`config.mk`:
```
export PLATFORM = sky130hd
export DESIGN_NAME = can_fault_conf
export DESIGN_NICKNAME = d
export VERILOG_FILES = /design/src/rtl/cfc_pkg.sv /design/src/rtl/cfc_err_counter.sv /design/src/rtl/cfc_recovery.sv /design/src/rtl/cfc_mode_fsm.sv /design/src/rtl/can_fault_conf.sv
export SDC_FILE = /design/constraint.sdc
export NUM_CORES = 1
export LEC_CHECK = 0
export ABC_AREA = 0
export CAP_MARGIN = 20
export CORE_UTILIZATION = 25
export DETAILED_ROUTE_END_ITERATION = 10
export PLACE_DENSITY = 0.44
export SETUP_SLACK_MARGIN = 0.1
export SLEW_MARGIN = 20
export SYNTH_ARGS = -nofsm -noshare
export SYNTH_HDL_FRONTEND = slang
export SYNTH_SLANG_ARGS = --single-unit
```
`constraint.sdc`:
```
create_clock -name clk -period 4 [get_ports clk]
set_input_delay 0.4 -clock clk [delete_from_list [all_inputs] [get_ports clk]]
set_output_delay 0.4 -clock clk [all_outputs]
set_load 0.1 [all_outputs]
```
`src/rtl/cfc_pkg.sv`:
```
package cfc_pkg;

    typedef enum logic [1:0] {
        NODE_ACTIVE  = 2'd0,
        NODE_PASSIVE = 2'd1,
        NODE_BUSOFF  = 2'd2
    } node_state_e;

    // Level conditions that feed both the flag outputs and the edge pulses.
    typedef struct packed {
        logic rx_warn;
        logic tx_warn;
        logic rx_pas;
        logic tx_pas;
        logic boff;
    } cond_t;

    localparam int DEF_RX_W        = 8;
    localparam int DEF_TX_W        = 9;
    localparam int DEF_WARN_AT     = 96;
    localparam int DEF_PASS_ABOVE  = 127;
    localparam int DEF_BOFF_ABOVE  = 255;
    localparam int DEF_RUN_LEN     = 11;
    localparam int DEF_RUN_TOTAL   = 128;
    localparam int ERR_STEP        = 8;

    function automatic cond_t rise(input cond_t now_v, input cond_t was_v);
        return cond_t'(now_v & ~was_v);
    endfunction

endpackage

```
`src/rtl/cfc_err_counter.sv`:
```
module cfc_err_counter #(
    parameter int W        = 8,
    parameter int BIG_STEP = 8
) (
    input  logic         clk,
    input  logic         rst,
    input  logic         clear,
    input  logic         hold,
    input  logic         inc_big,
    input  logic         inc_small,
    input  logic         dec,
    output logic [W-1:0] q,
    output logic [W-1:0] d
);
    logic [W:0] sum_big;
    logic [W:0] sum_small;

    assign sum_big   = {1'b0, q} + (W+1)'(BIG_STEP);
    assign sum_small = {1'b0, q} + (W+1)'(1);

    always_comb begin
        d = q;
        if (clear) begin
            d = '0;
        end else if (!hold) begin
            if (inc_big)
                d = sum_big[W] ? '1 : sum_big[W-1:0];
            else if (inc_small)
                d = sum_small[W] ? '1 : sum_small[W-1:0];
            else if (dec && (q != '0))
                d = q - W'(1);
        end
    end

    always_ff @(posedge clk) begin
        if (rst) q <= '0;
        else     q <= d;
    end

    // frozen while the node is off the bus
    p_hold_frozen_r7: assert property (@(posedge clk) disable iff (rst)
        (hold && !clear) |=> $stable(q));

    // R2 (receive instance) and R3 (transmit instance): saturation at the top
    p_sat_top_r2: assert property (@(posedge clk) disable iff (rst)
        ((q == '1) && !clear && !dec) |=> (q == '1));

    // no wrap below zero
    p_floor_zero_r3: assert property (@(posedge clk) disable iff (rst)
        ((q == '0) && !inc_big && !inc_small) |=> (q == '0));

endmodule

```
`src/rtl/cfc_recovery.sv`:
```
module cfc_recovery #(
    parameter int RUN_LEN   = 11,
    parameter int RUN_TOTAL = 128
) (
    input  logic clk,
    input  logic rst,
    input  logic armed,
    input  logic bit_valid,
    input  logic bit_recessive,
    output logic done
);
    localparam int RW = (RUN_LEN   > 2) ? $clog2(RUN_LEN)   : 1;
    localparam int SW = (RUN_TOTAL > 2) ? $clog2(RUN_TOTAL) : 1;

    logic [RW-1:0] run_q, run_d;
    logic [SW-1:0] seq_q, seq_d;
    logic          run_last, seq_last;

    assign run_last = (run_q == RW'(RUN_LEN - 1));
    assign seq_last = (seq_q == SW'(RUN_TOTAL - 1));

    always_comb begin
        run_d = run_q;
        seq_d = seq_q;
        done  = 1'b0;
        if (!armed) begin
            run_d = '0;
            seq_d = '0;
        end else if (bit_valid) begin
            if (!bit_recessive) begin
                run_d = '0;
            end else if (run_last) begin
                run_d = '0;
                if (seq_last) begin
                    done  = 1'b1;
                    seq_d = '0;
                end else begin
                    seq_d = seq_q + SW'(1);
                end
            end else begin
                run_d = run_q + RW'(1);
            end
        end
    end

    always_ff @(posedge clk) begin
        if (rst) begin
            run_q <= '0;
            seq_q <= '0;
        end else begin
            run_q <= run_d;
            seq_q <= seq_d;
        end
    end

    // a partial run never reaches the run length
    p_run_bound_r8: assert property (@(posedge clk) disable iff (rst)
        (int'(run_q) < RUN_LEN));

    // a dominant sample discards the partial run
    p_dominant_restart_r8: assert property (@(posedge clk) disable iff (rst)
        (armed && bit_valid && !bit_recessive) |=> (run_q == '0));

    // nothing is counted while the node is on the bus
    p_idle_clear_r8: assert property (@(posedge clk) disable iff (rst)
        !armed |=> ((run_q == '0) && (seq_q == '0)));

endmodule

```
`src/rtl/cfc_mode_fsm.sv`:
```
module cfc_mode_fsm
    import cfc_pkg::*;
#(
    parameter int RX_W       = 8,
    parameter int TX_W       = 9,
    parameter int WARN_AT    = 96,
    parameter int PASS_ABOVE = 127,
    parameter int BOFF_ABOVE = 255
) (
    input  logic            clk,
    input  logic            rst,
    input  logic [RX_W-1:0] rx_d,
    input  logic [TX_W-1:0] tx_d,
    input  logic [RX_W-1:0] rx_q,
    input  logic [TX_W-1:0] tx_q,
    input  logic            recover_done,
    output node_state_e     state_q,
    output cond_t           cond_q,
    output cond_t           pulse_q,
    output logic            chg_q
);
    node_state_e state_d;
    cond_t       cond_d;
    logic        rx_over, tx_over, both_under, tx_off;

    assign rx_over    = int'(rx_d) > PASS_ABOVE;
    assign tx_over    = int'(tx_d) > PASS_ABOVE;
    assign both_under = (int'(rx_d) < PASS_ABOVE) && (int'(tx_d) < PASS_ABOVE);
    assign tx_off     = int'(tx_d) > BOFF_ABOVE;

    always_comb begin
        state_d = state_q;
        unique case (state_q)
            NODE_ACTIVE: begin
                if (tx_off)                  state_d = NODE_BUSOFF;
                else if (rx_over || tx_over) state_d = NODE_PASSIVE;
            end
            NODE_PASSIVE: begin
                if (tx_off)          state_d = NODE_BUSOFF;
                else if (both_under) state_d = NODE_ACTIVE;
            end
            NODE_BUSOFF: begin
                if (recover_done) state_d = NODE_ACTIVE;
            end
            default: state_d = NODE_ACTIVE;
        endcase
    end

    always_comb begin
        cond_d.rx_warn = int'(rx_d) >= WARN_AT;
        cond_d.tx_warn = int'(tx_d) >= WARN_AT;
        cond_d.rx_pas  = (state_d == NODE_PASSIVE) && rx_over;
        cond_d.tx_pas  = (state_d == NODE_PASSIVE) && tx_over;
        cond_d.boff    = (state_d == NODE_BUSOFF);
    end

    always_ff @(posedge clk) begin
        if (rst) begin
            state_q <= NODE_ACTIVE;
            cond_q  <= '0;
            pulse_q <= '0;
            chg_q   <= 1'b0;
        end else begin
            state_q <= state_d;
            cond_q  <= cond_d;
            pulse_q <= rise(cond_d, cond_q);
            chg_q   <= (state_d != state_q);
        end
    end

    // only the three defined codes
    p_legal_state_r1: assert property (@(posedge clk) disable iff (rst)
        (state_q != node_state_e'(2'd3)));

    // error-active means neither count is above the limit
    p_active_limit_r4: assert property (@(posedge clk) disable iff (rst)
        (state_q == NODE_ACTIVE) |->
            ((int'(rx_q) <= PASS_ABOVE) && (int'(tx_q) <= PASS_ABOVE)));

    // error-passive is held while either count sits at the limit or above
    p_passive_hyst_r5: assert property (@(posedge clk) disable iff (rst)
        (state_q == NODE_PASSIVE) |->
            ((int'(rx_q) >= PASS_ABOVE) || (int'(tx_q) >= PASS_ABOVE)));

    // bus-off always carries a transmit count past the bus-off limit
    p_busoff_count_r6: assert property (@(posedge clk) disable iff (rst)
        (state_q == NODE_BUSOFF) |-> (int'(tx_q) > BOFF_ABOVE));

    // bus-off and state-change notifications last one cycle
    p_pulse_single_r10: assert property (@(posedge clk) disable iff (rst)
        (pulse_q.boff || chg_q) |=> !pulse_q.boff);

endmodule

```
`src/rtl/can_fault_conf.sv`:
```
module can_fault_conf
    import cfc_pkg::*;
#(
    parameter int RX_W       = DEF_RX_W,
    parameter int TX_W       = DEF_TX_W,
    parameter int WARN_AT    = DEF_WARN_AT,
    parameter int PASS_ABOVE = DEF_PASS_ABOVE,
    parameter int BOFF_ABOVE = DEF_BOFF_ABOVE,
    parameter int RUN_LEN    = DEF_RUN_LEN,
    parameter int RUN_TOTAL  = DEF_RUN_TOTAL
) (
    input  logic            clk,
    input  logic            rst,
    input  logic            rx_err_add1,
    input  logic            rx_err_add8,
    input  logic            rx_ok,
    input  logic            tx_err_add8,
    input  logic            tx_ok,
    input  logic            bit_valid,
    input  logic            bit_recessive,
    output logic [1:0]      node_state,
    output logic [RX_W-1:0] rx_count,
    output logic [TX_W-1:0] tx_count,
    output logic            rx_warn,
    output logic            tx_warn,
    output logic            rx_warn_pulse,
    output logic            tx_warn_pulse,
    output logic            rx_passive_pulse,
    output logic            tx_passive_pulse,
    output logic            busoff_pulse,
    output logic            state_change_pulse
);
    node_state_e     state_q;
    cond_t           cond_q, pulse_q;
    logic            chg_q;
    logic            off_bus, recover_done;
    logic [RX_W-1:0] rx_q, rx_d;
    logic [TX_W-1:0] tx_q, tx_d;

    assign off_bus = (state_q == NODE_BUSOFF);

    cfc_err_counter #(.W(RX_W), .BIG_STEP(ERR_STEP)) u_rx_cnt (
        .clk       (clk),
        .rst       (rst),
        .clear     (recover_done),
        .hold      (off_bus),
        .inc_big   (rx_err_add8),
        .inc_small (rx_err_add1),
        .dec       (rx_ok),
        .q         (rx_q),
        .d         (rx_d)
    );

    cfc_err_counter #(.W(TX_W), .BIG_STEP(ERR_STEP)) u_tx_cnt (
        .clk       (clk),
        .rst       (rst),
        .clear     (recover_done),
        .hold      (off_bus),
        .inc_big   (tx_err_add8),
        .inc_small (1'b0),
        .dec       (tx_ok),
        .q         (tx_q),
        .d         (tx_d)
    );

    cfc_recovery #(.RUN_LEN(RUN_LEN), .RUN_TOTAL(RUN_TOTAL)) u_recovery (
        .clk           (clk),
        .rst           (rst),
        .armed         (off_bus),
        .bit_valid     (bit_valid),
        .bit_recessive (bit_recessive),
        .done          (recover_done)
    );

    cfc_mode_fsm #(
        .RX_W       (RX_W),
        .TX_W       (TX_W),
        .WARN_AT    (WARN_AT),
        .PASS_ABOVE (PASS_ABOVE),
        .BOFF_ABOVE (BOFF_ABOVE)
    ) u_fsm (
        .clk          (clk),
        .rst          (rst),
        .rx_d         (rx_d),
        .tx_d         (tx_d),
        .rx_q         (rx_q),
        .tx_q         (tx_q),
        .recover_done (recover_done),
        .state_q      (state_q),
        .cond_q       (cond_q),
        .pulse_q      (pulse_q),
        .chg_q        (chg_q)
    );

    assign node_state         = state_q;
    assign rx_count           = rx_q;
    assign tx_count           = tx_q;
    assign rx_warn            = cond_q.rx_warn;
    assign tx_warn            = cond_q.tx_warn;
    assign rx_warn_pulse      = pulse_q.rx_warn;
    assign tx_warn_pulse      = pulse_q.tx_warn;
    assign rx_passive_pulse   = pulse_q.rx_pas;
    assign tx_passive_pulse   = pulse_q.tx_pas;
    assign busoff_pulse       = pulse_q.boff;
    assign state_change_pulse = chg_q;

    // warning flag agrees with the counter it watches
    p_warn_track_r9: assert property (@(posedge clk) disable iff (rst)
        (rx_warn == (int'(rx_count) >= WARN_AT)) && (tx_warn == (int'(tx_count) >= WARN_AT)));

    // leaving bus-off finds both counters cleared
    p_recover_clear_r8: assert property (@(posedge clk) disable iff (rst)
        (off_bus && recover_done) |=> ((rx_count == '0) && (tx_count == '0) && (node_state == 2'd0)));

endmodule

```
Yosys cells after proc, flatten, opt, wreduce, memory -nomap -nowiden
Cells that the tools add are included.
{"block": "word_totals", "output_inout_bits": 27, "input_bits": 9, "register_bits": 41}
{"block": "classes", "n_lt_le_gt_ge": 7, "reduce_logical": 11, "n_bitwise": 3, "n_eq_ne": 7, "n_addsub": 7, "n_mux": 26}
{"cell": "8-bit two-way mux", "n": 7}
{"cell": "9-bit two-way mux", "n": 5}
{"cell": "9-bit by 4-bit adder with 10-bit output, second input constant", "n": 1}
{"cell": "2-bit two-way mux", "n": 5}
{"cell": "8-bit by 1-bit adder with 9-bit output, second input constant", "n": 1}
{"cell": "8-bit by 4-bit adder with 9-bit output, second input constant", "n": 1}
{"cell": "9-bit by 7-bit >= comparator with 1-bit output, second input constant", "n": 1}
{"cell": "9-bit by 7-bit > comparator with 1-bit output, second input constant", "n": 1}
{"cell": "9-bit by 8-bit > comparator with 1-bit output, second input constant", "n": 1}
{"cell": "9-bit by 7-bit < comparator with 1-bit output, second input constant", "n": 1}
{"cell": "9-bit nonzero test", "n": 1}
{"cell": "9-bit by 1-bit subtractor with 9-bit output, second input constant", "n": 1}
{"cell": "8-bit by 7-bit >= comparator with 1-bit output, second input constant", "n": 1}
{"cell": "8-bit by 7-bit > comparator with 1-bit output, second input constant", "n": 1}
{"cell": "8-bit by 7-bit < comparator with 1-bit output, second input constant", "n": 1}
{"cell": "4-bit two-way mux", "n": 2}
{"cell": "8-bit nonzero test", "n": 1}
{"cell": "8-bit by 1-bit subtractor with 8-bit output, second input constant", "n": 1}
{"cell": "7-bit by 1-bit adder with 7-bit output, second input constant", "n": 1}
{"cell": "7-bit == test, second input constant", "n": 1}
{"cell": "7-bit two-way mux", "n": 1}
{"cell": "2-bit one-hot mux with 3 select lines", "n": 1}
{"cell": "5-bit bitwise AND", "n": 1}
{"cell": "1-bit logical AND", "n": 5}
{"cell": "12 further kinds", "n": 18}

Longest topological paths before layout
{"block": "depth", "depth_word": 15, "ltp_mapped": 11}

Cells and area by module
Synthesis repeated with hierarchy kept, for this count alone.
{"block": "hier_totals", "hier_cells": 418, "hier_area_um2": 3156.8}
{"mod": "cfc_err_counter (u_tx_cnt)", "seq_area_each_um2": 180.2, "cells_each": 159, "n_inst": 1, "area_per_inst_um2": 1096.1}
{"mod": "cfc_err_counter (u_rx_cnt)", "seq_area_each_um2": 160.2, "cells_each": 143, "n_inst": 1, "area_per_inst_um2": 983.4}
{"mod": "cfc_recovery", "seq_area_each_um2": 220.2, "cells_each": 71, "n_inst": 1, "area_per_inst_um2": 610.6}
{"mod": "cfc_mode_fsm", "seq_area_each_um2": 260.2, "cells_each": 43, "n_inst": 1, "area_per_inst_um2": 449.2}
{"mod": "can_fault_conf", "seq_area_each_um2": 0.0, "cells_each": 2, "n_inst": 1, "area_per_inst_um2": 17.5}

Least setup slack after synthesis
Ideal clock, no wire load.
{"block": "synth_timing", "path_type": "register to register", "from": "register u_tx_cnt.q[0]", "to": "register u_fsm.chg_q", "setup_slack_ns": 0.478, "t_required_ns": 3.879, "period_less_slack_ns": 3.522, "t_arrival_ns": 3.401, "stages_incl_launch_ff": 11, "path_cell_list": "dfxtp_1 > inv_1 > ha_1 > nor4b_1 > a21boi_1 > mux2i_1 > a211o_1 > or3_1 > nor4_2 > a211oi_4 > mux2_4"}
{"block": "synth_between", "elab_chain_cells": 12}
{"element": "start: declaration", "line_no": "cfc_err_counter.sv:12", "rtl": "output logic [W-1:0] q,"}
{"element": "start signal: assignment", "line_no": "cfc_err_counter.sv:36", "rtl": "if (rst) q <= '0;"}
{"element": "start signal: assignment", "line_no": "cfc_err_counter.sv:37", "rtl": "else q <= d;"}
{"element": "parallel branches: the longest is 4 deep, another holds 9-bit by 1-bit subtractor with 9-bit output"}
{"element": "9-bit two-way mux *", "line_no": "cfc_err_counter.sv:25", "rtl": "end else if (!hold) begin"}
{"element": "9-bit two-way mux *", "line_no": "cfc_err_counter.sv:23", "rtl": "if (clear) begin"}
{"element": "9-bit by 7-bit < comparator with 1-bit output or 9-bit by 7-bit > comparator with 1-bit output (tied branches)", "line_no": "cfc_mode_fsm.sv:28, cfc_mode_fsm.sv:27"}
{"element": "1-bit logical AND or 1-bit logical OR (tied branches)", "line_no": "cfc_mode_fsm.sv:28, cfc_mode_fsm.sv:36"}
{"element": "2-bit two-way mux, on equally long branches", "line_no": "cfc_mode_fsm.sv:40, cfc_mode_fsm.sv:36"}
{"element": "2-bit two-way mux, on equally long branches", "line_no": "cfc_mode_fsm.sv:39, cfc_mode_fsm.sv:35"}
{"element": "2-bit one-hot mux with 3 select lines *", "line_no": "cfc_mode_fsm.sv:33", "rtl": "unique case (state_q)"}
{"element": "2-bit != test *", "line_no": "cfc_mode_fsm.sv:67", "rtl": "chg_q <= (state_d != state_q);"}
{"element": "end signal: assignment", "line_no": "cfc_mode_fsm.sv:67"}
{"element": "end: declaration", "line_no": "cfc_mode_fsm.sv:20", "rtl": "output logic chg_q"}
Every way passes the cells marked *.
A chain may end at the register's enable or synchronous reset.

Final worst setup path
{"block": "layout_timing", "from": "register u_rx_cnt.q[0]", "to": "register u_fsm.chg_q"}
{"block": "layout_between", "elab_chain_cells": 13}
{"element": "start: declaration", "line_no": "cfc_err_counter.sv:12"}
{"element": "start signal: assignment", "line_no": "cfc_err_counter.sv:36"}
{"element": "start signal: assignment", "line_no": "cfc_err_counter.sv:37"}
{"element": "parallel branches: the longest is 5 deep, another holds 8-bit by 1-bit subtractor with 8-bit output"}
{"element": "8-bit two-way mux *", "line_no": "cfc_err_counter.sv:25"}
{"element": "8-bit two-way mux *", "line_no": "cfc_err_counter.sv:23"}
{"element": "8-bit by 7-bit < comparator with 1-bit output or 8-bit by 7-bit > comparator with 1-bit output (tied branches)", "line_no": "cfc_mode_fsm.sv:28, cfc_mode_fsm.sv:26"}
{"element": "1-bit logical AND or 1-bit logical OR (tied branches)", "line_no": "cfc_mode_fsm.sv:28, cfc_mode_fsm.sv:36"}
{"element": "2-bit two-way mux, on equally long branches", "line_no": "cfc_mode_fsm.sv:40, cfc_mode_fsm.sv:36"}
{"element": "2-bit two-way mux, on equally long branches", "line_no": "cfc_mode_fsm.sv:39, cfc_mode_fsm.sv:35"}
{"element": "2-bit one-hot mux with 3 select lines *", "line_no": "cfc_mode_fsm.sv:33"}
{"element": "2-bit != test *", "line_no": "cfc_mode_fsm.sv:67"}
Marked as above.

==> flow_summary_export.csv <==
group,metric,value,unit
run_status,status,"complete, no violations",
cts,postCtsSetupBuffers,0,
timing,period_needed,3.422,ns
detailed_routing,dr.pass1.iters,4,
timing,finalCritPeriodShare,0.8555,
power,sw_frac_of_total,0.5004,
cts,cts-root-buf,"clkbuf_16",
cts,clock-sinks,41,
timing,rsz0062_at_grt,"false",
power,internal_power,1140,µW
grt,grt_overflow,0,
placement,port_buffers,35,
detailed_routing,drtAntennaViolNets,0,
cts,tritoncts,"done",
cts,clkLatencyLatePin,0.28,ns
floorplanning,fp.dieW,109.1,µm
cts,path_clk_slew,0.07,ns
synth,ys.flop_type,"dfxtp_1",
cells_and_area,multi_input_area,0.001803,mm²
grt,antenna_found_initial,0,
critical_path,criticalPathCategory,"reg2reg",
floorplanning,start_util,0.2610,
hold_path,hold_class,"reg2reg",
cts,cts_buffers,5,
timing,relSlewSlack,0.3425,
critical_path,critPathSlowestCell,"or4b_4",
synth,synth_area,0.002866,mm²
power,seq_power_share,0.256,
critical_path,required,4.17,ns
power,clkPwrFrac,0.205,
critical_path,critical_path_cell_count,10,
detailed_routing,drc,0,
job,drv_cap,0,
power,power.leakage,0.001242,µW
cts,clock_path_buffers,2,
grt,grt_max_degree,20,
timing,finalClockSkew,0.008118,ns
detailed_routing,drt_iter0_drc,167,
timing,setup_viol,0,
critical_path,rr_worst_depth,10,
cts,post_cts_resize_count,0,
synth,seq_area_frac_synth,0.2863,
floorplanning,rows,38,
cells_and_area,nets,403,
floorplanning,pin_count,36,
critical_path,start_kind,"flip-flop",
cts,htree_levels,2,
floorplanning,coreArea,0.01098,mm²
synth,synth_edf_count,0,
power,max-vdd-ir-drop,0.0003404,V
cells_and_area,final_util,0.3147,
critical_path,crit_fanout,9,
synth,ys_seq_elements,41,
grt,grt_first_pass_wirelength,12.79,mm
grt,track_usage,0.1363,
timing,finalHoldViolCount,0,
cells_and_area,fillers,1152,
synth,yosysWarningCount,0,
synth,yosysUniqueCellTypes,71,
synth,synthesis.nets,373,
timing,finalSetupTns,0,ns
cells_and_area,antenna_cells,0,
floorplanning,die_area,0.01190,mm²
detailed_routing,vias,2664,
critical_path,critical_path_buf_inv_count,1,
timing,max_clock_freq,292.2,MHz
detailed_routing,viasPerCell,5.094,
detailed_routing,avgRoutedWirePerCell,15.07,µm
critical_path,end_kind,"flip-flop",
hold_path,holdPathStages,1,
cells_and_area,syn2layout_area_growth,20.56,%
placement,dp_hpwl,5.912,mm
critical_path,path_cells,"inv_1, ha_1, or4b_4, o41ai_4, mux2_1, a311oi_1, o211ai_1, nor4_2, a211oi_4, mux2_4",
critical_path,regToRegSetupSlack,0.58,ns
synth,syn_avg_cell_area,8.143,µm²
power,p_per_area,660.2,mW/mm²
power,p_comb_frac,0.539,
cts,hold_buffers,0,
floorplanning,die_height,109.1,µm
placement,gp_congestion,0.8313,
synth,synthArstFlopShare,0,
grt,grt_pass1_vias,2453,
cells_and_area,regArea,820.8,µm²
critical_path,cpPeakStageDelay,0.48,ns
detailed_routing,totalWireLength,7.882,mm
cells_and_area,drive_gt1_frac,0.09661,
critical_path,cp_top_family,"compound AO/OA/AOI/OAI gates",
synth,netlist_instances,352,
power,p_switching,1142,µW
timing,drv_slew,0,
timing,worstMarginPinSlew,0.9832,ns
critical_path,worstPathArrival,3.60,ns
-- layer usage --
layer / share of wire / track usage / wire (µm) / vias to the layer above
li1: - / - / - / 1346
met1: 0.50 / 0.1941 / 3904 / 1251
met2: 0.45 / 0.2111 / 3543 / 56
met3: 0.043 / 0.02391 / 338 / 11
met4: 0.012 / 0.03282 / 95 / 0
met5: 0 / 0 / 0 / -
-- power groups by stage --
stage                     Sequential, µW  Clock [µW]  Combinational (µW)
after floorplan                     1010           0                 529
after global routing                 599         494                1310
final                                583         468                1230
after CTS                            583         481                1230
after global placement               594           0                1240
after detailed placement             593           0                1230
-- worst paths after layout --
kind / startpoint / end
worst max-delay path: u_rx_cnt.q[0]$_SDFF_PP0_ / u_fsm.chg_q$_SDFF_PP0_
worst min-delay path: u_fsm.cond_q[2]$_SDFF_PP0_ / u_fsm.pulse_q[2]$_SDFF_PP0_
worst max register to register: u_rx_cnt.q[0]$_SDFF_PP0_ / u_fsm.chg_q$_SDFF_PP0_
worst min register to register: u_fsm.cond_q[2]$_SDFF_PP0_ / u_fsm.pulse_q[2]$_SDFF_PP0_
-- stage by stage --
step,instance area (µm²),cells,setup WS [ns],total power [µW],hold WS (ns)
6_report,3456,523,0.5782,2282,0.3915
5_1_grt,3456,523,0.4174,2406,0.4108
4_1_cts,3456,523,0.5984,2297,0.3954
3_5_place_dp,3284,515,0.4895,1822,0.3865
3_3_place_gp,3284,515,0.5646,1829,0.3836
2_1_floorplan,2867,352,0.4778,1539,0.3752
-- cells by family (layout without fill, tap and decap cells) --
group,Yosys count,count (layout),synth area share
AOI/OAI and AO/OA,91,91,0.2427
muxes,9,9,0.03361
and+or+nand+nor,153,153,0.2789
adders and majority gates,12,12,0.05238
xor gates and xnor gates,7,7,0.02139
buffers and inverters,39,70,0.08468
DFF,41,41,0.2863
-- synth_stat cells, types with 3 or more instances --
master,instances,area (µm²)
a21oi_1,15,75.07
a22oi_1,3,22.52
a311oi_1,4,35.03
a31oi_1,4,25.02
and3_1,4,25.02
clkbuf_1,10,37.54
clkbuf_8,5,68.82
dfxtp_1,41,820.8
ha_1,12,150.1
inv_1,18,67.56
mux2i_1,7,70.07
nand2_1,24,90.09
nand2b_1,7,43.79
nand3_1,13,65.06
nand4_1,5,31.28
nor2_1,42,157.7
nor2b_1,9,56.30
nor3_1,18,90.09
nor4_1,6,37.54
o211ai_1,6,45.04
o21a_1,3,22.52
o21ai_0,18,90.09
o31ai_1,6,45.04
or2_2,4,25.02
or3_1,4,25.02
xor2_1,5,43.79
-- final cells by class --
| class | count | share of cell area |
|---|---|---|
| clock buffer | 5 | 0.03621 |
| timing repair buffer | 44 | 0.1209 |
| multi-input combinational | 272 | 0.5217 |
| clock inverter | 3 | 0.01340 |
| sequential | 41 | 0.2375 |
| tap | 140 | 0.05069 |
| inverter | 18 | 0.01955 |
-- flip-flops by register name, indices dropped and copies added (netlist names) --
signal and cells:
u_tx_cnt.q 9, u_rx_cnt.q 8, u_recovery.seq_q 7, u_fsm.cond_q 5, u_fsm.pulse_q 5, u_recovery.run_q 4
u_fsm.state_q 2, u_fsm.chg_q 1
-- layout by cell type (no fill, tap or decap), types with 3 or more instances in the layout --
| cell type | n |
|---|---|
| a21oi_1 | 15 |
| a22oi_1 | 3 |
| a311oi_1 | 4 |
| a31oi_1 | 4 |
| and3_1 | 4 |
| buf_4 | 9 |
| clkbuf_16 | 5 |
| clkdlybuf4s50_1 | 35 |
| dfxtp_1 | 41 |
| ha_1 | 12 |
| inv_1 | 18 |
| mux2i_1 | 7 |
| nand2_1 | 24 |
| nand2b_1 | 7 |
| nand3_1 | 13 |
| nand4_1 | 5 |
| nor2_1 | 42 |
| nor2b_1 | 9 |
| nor3_1 | 18 |
| nor4_1 | 6 |
| o211ai_1 | 6 |
| o21a_1 | 3 |
| o21ai_0 | 18 |
| o31ai_1 | 6 |
| or2_2 | 4 |
| or3_1 | 4 |
| xor2_1 | 5 |
Power figures use the tool's default switching activity.
